===== src/rtl/spi_stat_pkg.sv =====
package spi_stat_pkg;
  typedef enum logic [1:0] {
    RX_OPCODE = 2'd0,
    RX_STREAM = 2'd1,
    RX_IGNORE = 2'd2
  } rx_state_e;

  localparam logic [7:0] STATUS_READ_CODE = 8'hD7;
endpackage


===== src/rtl/spi_stat_sync.sv =====
module spi_stat_sync #(
  parameter int WIDTH = 3,
  parameter int STAGES = 2,
  parameter logic [WIDTH-1:0] RST_VAL = '0
) (
  input  logic             clk,
  input  logic             rst,
  input  logic [WIDTH-1:0] d,
  output logic [WIDTH-1:0] q
);
  for (genvar b = 0; b < WIDTH; b++) begin : g_bit
    logic [STAGES-1:0] chain;
    always_ff @(posedge clk) begin
      if (rst) chain <= {STAGES{RST_VAL[b]}};
      else     chain <= {chain[STAGES-2:0], d[b]};
    end
    assign q[b] = chain[STAGES-1];
  end
endmodule


===== src/rtl/spi_stat_rx.sv =====
module spi_stat_rx
  import spi_stat_pkg::*;
(
  input  logic      clk,
  input  logic      rst,
  input  logic      cs_n_s,
  input  logic      sck_rise,
  input  logic      si_s,
  output rx_state_e state
);
  logic [6:0] shreg;
  logic [2:0] cnt;

  always_ff @(posedge clk) begin
    if (rst || cs_n_s) begin
      state <= RX_OPCODE;
      shreg <= '0;
      cnt   <= '0;
    end else if (state == RX_OPCODE && sck_rise) begin
      shreg <= {shreg[5:0], si_s};
      cnt   <= cnt + 3'd1;
      if (cnt == 3'd7)
        state <= ({shreg, si_s} == STATUS_READ_CODE) ? RX_STREAM : RX_IGNORE;
    end
  end

  AST_STREAM_AFTER_EIGHT: assert property (@(posedge clk) disable iff (rst)
    (state != RX_STREAM) |=> (state != RX_STREAM) || ($past(cnt) == 3'd7 && $past(sck_rise)));
endmodule


===== src/rtl/spi_stat_tx.sv =====
module spi_stat_tx #(
  parameter int B2_BITS = 7,
  parameter logic [3:0] DENSITY_CODE = 4'b1011,
  localparam int BYTE_W = B2_BITS + 1,
  localparam int POS_W = $clog2(BYTE_W)
) (
  input  logic               clk,
  input  logic               rst,
  input  logic               cs_n_s,
  input  logic               sck_fall,
  input  logic               stream,
  input  logic               busy,
  input  logic               cmp_mismatch,
  input  logic               protect_on,
  input  logic               page_pow2,
  input  logic [B2_BITS-1:0] byte2_low,
  output logic               so,
  output logic               oe
);
  localparam logic [POS_W-1:0] LAST_POS = POS_W'(BYTE_W - 1);

  logic [BYTE_W-1:0] byte1, byte2;
  logic [BYTE_W-2:0] shreg;
  logic [POS_W-1:0]  pos;
  logic              byte_sel;
  logic              load;

  assign byte1 = {~busy, cmp_mismatch, DENSITY_CODE, protect_on, page_pow2};
  assign byte2 = {~busy, byte2_low};
  assign load  = stream && sck_fall && (pos == '0);

  always_ff @(posedge clk) begin
    if (rst) begin
      so <= 1'b0; oe <= 1'b0; shreg <= '0; pos <= '0; byte_sel <= 1'b0;
    end else if (cs_n_s) begin
      oe <= 1'b0; pos <= '0; byte_sel <= 1'b0;
    end else if (stream && sck_fall) begin
      oe <= 1'b1;
      if (pos == '0) {so, shreg} <= byte_sel ? byte2 : byte1;
      else           {so, shreg} <= {shreg, 1'b0};
      if (pos == LAST_POS) begin
        pos      <= '0;
        byte_sel <= ~byte_sel;
      end else begin
        pos <= pos + POS_W'(1);
      end
    end
  end

  AST_READY_LEADS_BYTE: assert property (@(posedge clk) disable iff (rst)
    load |=> (so == ~$past(busy)));
  AST_OE_DROPS_ON_DESELECT: assert property (@(posedge clk) disable iff (rst)
    cs_n_s |=> !oe);
  AST_SO_MOVES_ON_FALL: assert property (@(posedge clk) disable iff (rst)
    !sck_fall |=> $stable(so));
endmodule


===== src/rtl/spi_status_responder.sv =====
module spi_status_responder
  import spi_stat_pkg::*;
#(
  parameter int SYNC_STAGES = 2,
  parameter int B2_BITS = 7,
  parameter logic [3:0] DENSITY_CODE = 4'b1011
) (
  input  logic               clk,
  input  logic               rst,
  input  logic               spi_sck,
  input  logic               spi_cs_n,
  input  logic               spi_si,
  output logic               spi_so,
  output logic               spi_so_oe,
  input  logic               st_busy,
  input  logic               st_cmp_mismatch,
  input  logic               st_protect_on,
  input  logic               st_page_pow2,
  input  logic [B2_BITS-1:0] st_byte2_low
);
  logic [2:0] pins_s;
  logic       cs_n_s, sck_s, si_s, sck_prev;
  logic       sck_rise, sck_fall;
  rx_state_e  rx_state;

  spi_stat_sync #(.WIDTH(3), .STAGES(SYNC_STAGES), .RST_VAL(3'b100)) u_sync (
    .clk(clk), .rst(rst),
    .d({spi_cs_n, spi_sck, spi_si}),
    .q(pins_s)
  );
  assign {cs_n_s, sck_s, si_s} = pins_s;

  always_ff @(posedge clk) begin
    if (rst) sck_prev <= 1'b0;
    else     sck_prev <= sck_s;
  end

  assign sck_rise = sck_s & ~sck_prev & ~cs_n_s;
  assign sck_fall = ~sck_s & sck_prev & ~cs_n_s;

  spi_stat_rx u_rx (
    .clk(clk), .rst(rst), .cs_n_s(cs_n_s), .sck_rise(sck_rise),
    .si_s(si_s), .state(rx_state)
  );

  spi_stat_tx #(.B2_BITS(B2_BITS), .DENSITY_CODE(DENSITY_CODE)) u_tx (
    .clk(clk), .rst(rst), .cs_n_s(cs_n_s), .sck_fall(sck_fall),
    .stream(rx_state == RX_STREAM),
    .busy(st_busy), .cmp_mismatch(st_cmp_mismatch),
    .protect_on(st_protect_on), .page_pow2(st_page_pow2),
    .byte2_low(st_byte2_low),
    .so(spi_so), .oe(spi_so_oe)
  );

  AST_BAD_CODE_SILENT: assert property (@(posedge clk) disable iff (rst)
    (rx_state == RX_IGNORE) |-> !spi_so_oe);
endmodule


===== config.mk =====
export PLATFORM = sky130hd
export DESIGN_NAME = spi_status_responder
export DESIGN_NICKNAME = d
export VERILOG_FILES = /design/src/rtl/spi_stat_pkg.sv /design/src/rtl/spi_stat_sync.sv /design/src/rtl/spi_stat_rx.sv /design/src/rtl/spi_stat_tx.sv /design/src/rtl/spi_status_responder.sv
export SDC_FILE = /design/constraint.sdc
export NUM_CORES = 1
export LEC_CHECK = 0
export BUFFER_PORTS_ARGS = -buffer_cell sky130_fd_sc_hd__clkbuf_2
export CAP_MARGIN = 25
export CORE_MARGIN = 5
export CORE_UTILIZATION = 25
export DETAILED_ROUTE_END_ITERATION = 10
export GPL_TIMING_DRIVEN = 0
export PLACE_DENSITY = 0.5
export SLEW_MARGIN = 20
export SYNTH_ARGS = -nofsm -noshare
export SYNTH_HDL_FRONTEND = slang
export SYNTH_SLANG_ARGS = --single-unit

===== constraint.sdc =====
create_clock -name clk -period 1.73 [get_ports clk]
set_input_delay 0 -clock clk [delete_from_list [all_inputs] [get_ports clk]]
set_output_delay 0 -clock clk [all_outputs]
set_load 0.1 [all_outputs]

Word level (Yosys, flattened, before mapping):

Index checks and enable logic that the tools add are counted.

* eq/ne operators: 4
* add/sub/neg operators: 2
* mux-type cells: 5
* reduce and logical (&&, ||, !) cells: 9
* bitwise operators: 9

Operator list (number)
* $mux W7: 2
* $eq A8 B8 Y1 const B: 1
* $add A3 B1 Y3 const B: 2
* $eq A3 B3 Y1 const B: 2
* $reduce_and A2 Y1: 3
* $not A1 Y1: 5
* $and A1 B1 Y1: 4
* $logic_not A3 Y1: 1
* $mux W3: 1
* $eq A2 B1 Y1 const B: 1
* $logic_and A1 B1 Y1: 2
* $logic_not A2 Y1: 1
* $mux W2: 1
* $reduce_or A2 Y1: 1
* $logic_or A1 B1 Y1: 1
* $mux W1: 1

* word-level logic and storage cells: 41
* register bits: 32
* output and inout bits: 2

Longest topological paths before layout:

* depth in word-level cells: 5
* gate-level depth with buffers: 7
* gate-level depth less buffers: 6

Modules after synthesis:

From an unflattened synthesis, not the netlist that was laid out.

* cell total of the unflattened synthesis: 139
* area total of the unflattened synthesis: 1421.4 sq um

By module, submodules not included
* spi_stat_tx: instances 1, area each 695.7 sq um, cells each 72
* spi_stat_rx: instances 1, area each 488.0 sq um, cells each 47
* spi_stat_sync: instances 1, area each 180.2 sq um, cells each 15
* spi_status_responder: instances 1, area each 57.6 sq um, cells each 5

Least setup slack after synthesis:

No wires, ideal clock.

* path kind: register to register
* start point: register u_rx.cnt[0]
* end point: register u_rx.state[0]
* period minus slack after synthesis: 1.504 ns
* cell stages (with the launch flop): 6
* library setup time: 0.065 ns
* data arrival time: 1.440 ns
* path slack: 0.226 ns
* buffers on the path: 0
* cells stage by stage: dfxtp_1 > ha_1 > ha_1 > or4b_2 > o21ba_2 > nor2_1

* word-level cells in the longest chain between the ends: 2

Ends and longest elaborated chain
* start: declaration: line spi_stat_rx.sv:12 `logic [2:0] cnt;`
* start signal: assignment: line spi_stat_rx.sv:21 `cnt <= cnt + 3'd1;`
* $eq A3 B3 Y1: line spi_stat_rx.sv:22 `if (cnt == 3'd7)`
* $reduce_and A2 Y1 (no source line)
* end signal: assignment: line spi_stat_rx.sv:23 `state <= ({shreg, si_s} == STATUS_READ_CODE) ? RX_STREAM : RX_IGNORE;`
* end: declaration: line spi_stat_rx.sv:9 `output rx_state_e state`

Every way passes these cells.
A chain may end at the register's enable or synchronous reset.

Worst setup path in the final report:

Same ends and word-level chain as after synthesis.

==> impl_results.md <==
* Post-detail-place hpwl at roughly 1700 um
* End of the worst register-to-register path: u_rx.state[0]$_SDFFE_PP0P_
* Fraction of power spent switching nets at about 20%
* Minimum clock period after layout at approximately 1.6 ns
* Internal Dissipation at approximately 1.0 mW
* Worst hold path depth at 4
* Total Power Consumption at about 1.3 mW
* Beginning of the critical path: u_rx.cnt[0]$_SDFFE_PP0P_
* Flop pwr share at between 50% and 60%
* Wire length of the first global-routing pass at around 4100 um
* Core Area at 5070 um^2
* Worst-path fanout max at 2
* Number of failing hold endpoints at the final stage at 0
* CTS Buffer Depth at 2
* # placed instances at about 230
* Logic pwr share at 3.8%
* Cell Area, Synth at 1300 um^2
* Register-to-register path setup slack at around 0.16 ns
* Width of the die at roughly 82 um
* Number of buffers created by CTS at 5
* Startpoint of the most critical hold path: st_busy
* Global route hottest layer: met2
* Worst reg2reg path startpoint: u_rx.cnt[0]$_SDFFE_PP0P_
* All-layer global routing usage at 7.98%
* Leakage power figure at ~0.55 nW
* Number of cells produced by synthesis at between 100 and 150
* Timing endpoint of the critical path: u_rx.state[0]$_SDFFE_PP0P_
* GR Layer Usage met3 at slightly below 3%
* Placer congestion estimate at a little under 0.7
* Via/cell ratio at between 4 and 5
* Peak Freq at approximately 640 MHz
* Crit end category: flop
* Worst IR drop on VDD at 0.425 mV
* Cell count of the worst reg-to-reg path at 5
* Clock slew seen by the registers of the worst setup and hold paths at 0.06 ns
* Detailed Route WL at 2360 um
* IO Count at 18
* Type of the worst setup path: flop to flop
* Number of design rule violations left after detail routing at 0
* Final count of pins violating max slew at 0
* Fraction of final layout cells with drive strength greater than 1 at a little under 20%
* Wire per inst at 10.0 um
* Post-route setup TNS at 0 ns
* Register cell area after layout at ~640 um^2
* Commonest cells after routing, fill and taps aside: dfxtp_1 (32), clkbuf_2 (18), nand2_1 (16)
* Initial core utilization at around 26%
* Total area of multi-input combinational cells at slightly above 600 um^2
* Met2 Use GR at 11.6%
* Endpoint arrival time on the critical path at roughly 1.8 ns
* Least-Margin Pin Slew at approximately 0.55 ns
* Hold/Removal Path Class: primary input to flop
* Die Outline Area at between 6000 and 7000 um^2
* Number of endpoints failing setup at the final stage at 0
* Clock share of power at about 39%
* FILL cells at ~560
* Clock root buffer: clkbuf_8
* H-tree depth reported by CTS at 2
* Count of input and output buffers at 17
* Yosys warnings at 0
* DIE HEIGHT at between 80 and 90 um
* Initial antenna violation count at 0
* Unrepaired setup endpoints after global routing: false
* Required arrival time at the worst endpoint at just under 2 ns
* GR Util met1 at around a tenth
* Skew final at ~0.0035 ns
* Number of standard-cell rows in the floorplan at 26
* DRC violation total after the first TritonRoute iteration at 34
* Final period util at about nine tenths
* Most common cell after layout, fill and taps aside: dfxtp_1
* CTS Sinks at 32
* Area added between synthesis and finish at 23.3%
* Pre-antenna DRT Iters at 4
* Average size of a mapped cell at roughly 9.4 um^2
* Via total after detailed routing at 1000
* Vias in the first global route at 933
* Net count, final at between 150 and 200
* Largest net degree at the start of global routing at 11
* Antenna cell count at 0
* Worst hold slack after final layout at 0.0243 ns
* Later-pin clock latency in the skew report at 0.28 ns
* Register bit count reported by yosys at 32
* Sw power at 0.264 mW
* Normalized max-slew margin at 63.7%
* Number of max-cap violations at 0
* Overflow left after global routing at 0
* Antenna Violating Nets Remaining at 0
* Type of origin of the critical path: flop
* Non-filler instance count after layout at ~240
* Run status: finished clean
* Power density over the cells at roughly 810 nW/um^2
* CTS tree: done
* Synth Net Count at between 150 and 200
* Unique masters post-synth at 29
* Sequential element share of the synthesized area at between 40% and 50%
how the worst min path moves through the flow:
stage / endpoint / slack, ns
floorplan: sck_prev$_SDFF_PP0_ / 0.07
global placement: u_sync.g_bit[2].chain[0]$_SDFF_PP1_ / 0.19
detailed placement: u_sync.g_bit[2].chain[0]$_SDFF_PP1_ / 0.19
CTS: u_tx.so$_SDFFE_PP0P_ / 0.02
global route: u_tx.so$_SDFFE_PP0P_ / 0.07
finish: u_tx.so$_SDFFE_PP0P_ / 0.02
kinds of logic after synthesis:
kind of cell / count (synthesis) / share of synthesized area, %
muxes: 12 / 9.34
buffers and inverters: 11 / 3.56
adders and majority gates: 5 / 4.81
and+or+nand+nor: 56 / 22.3
AOI/OAI and AO/OA: 21 / 10.0
xor gates and xnor gates: 1 / 0.674
DFF: 32 / 49.3
cells in the mapped netlist:
cell type   n  area share [%]
a21oi_1    11             4.2
a311oi_1    1            0.67
a31oi_1     1            0.48
buf_2       1            0.38
buf_4       1            0.58
clkbuf_1    6             1.7
dfxtp_1    32              49
ha_1        5             4.8
inv_1       3            0.87
mux2_2      1            0.87
mux2i_1    11             8.5
nand2_1    16             4.6
nand2b_1    1            0.48
nand3_1     1            0.38
nand3b_1    4             2.3
nand4b_1    1            0.67
nor2_1     15             4.3
nor2b_1     7             3.4
nor3_1      1            0.38
nor4_1      2            0.96
o211ai_1    6             3.5
o21ai_0     1            0.38
o21ba_2     1            0.77
or2_2       3             1.4
or3_1       2            0.96
or4_4       1            0.87
or4b_1      1            0.77
or4b_2      1            0.77
xnor2_1     1            0.67
layer usage:
layer	routed length, um	share of wire [%]	vias up
met3	142	6.0	5
met1	1130	48	447
met2	1030	44	20
met5	0	0	-
li1	-	-	528
met4	53	2.2	0
power by group through the flow:
stage	clock, mW	combinational (mW)	sequential [mW]
2_1_floorplan	0	0.0184	0.763
3_3_place_gp	0	0.0395	0.764
3_5_place_dp	0	0.0397	0.764
4_1_cts	0.522	0.0503	0.747
5_1_grt	0.541	0.0552	0.748
6_report	0.501	0.0494	0.747
flip-flops by register name (all words and copies together), names as in the netlist:
| name | count |
|---|---|
| u_tx.oe | 1 |
| u_sync.g_bit.chain | 6 |
| u_rx.shreg | 7 |
| sck_prev | 1 |
| u_tx.pos | 3 |
| u_rx.cnt | 3 |
| u_tx.shreg | 7 |
| u_tx.byte_sel | 1 |
| u_tx.so | 1 |
| u_rx.state | 2 |
stage by stage:
step,instance area [um^2],utilization [%],setup slack [ns]
floorplan,1300,-,0.226
global placement,1470,29.0,0.0833
detailed placement,1470,29.0,0.0763
CTS,1600,31.6,0.0767
global route,1600,31.6,0.0743
finish,1600,31.6,0.164
final cells by class:
type	count	share of cell area, %
inverters	3	0.703
repair buffers	23	9.06
plain buffers	8	2.26
multi-input cells	95	38.3
well taps	70	5.46
clock buffers	5	4.29
flip-flops and latches	32	40.0
worst max-delay path, stage by stage, from the launching register on:
cell     delay [ns]
dfxtp_1        0.35
ha_1           0.15
ha_1           0.15
or4b_2         0.58
o21ba_2        0.21
nor2_1         0.07
what timing repair did:
action,4_1_cts,5_1_grt
gates resized for setup,0,2
setup buffers,0,0
hold endpoints to repair,6,0
hold buffers,6,0
setup endpoints to repair,0,5
Note: power is estimated with default switching activity, not from simulation.
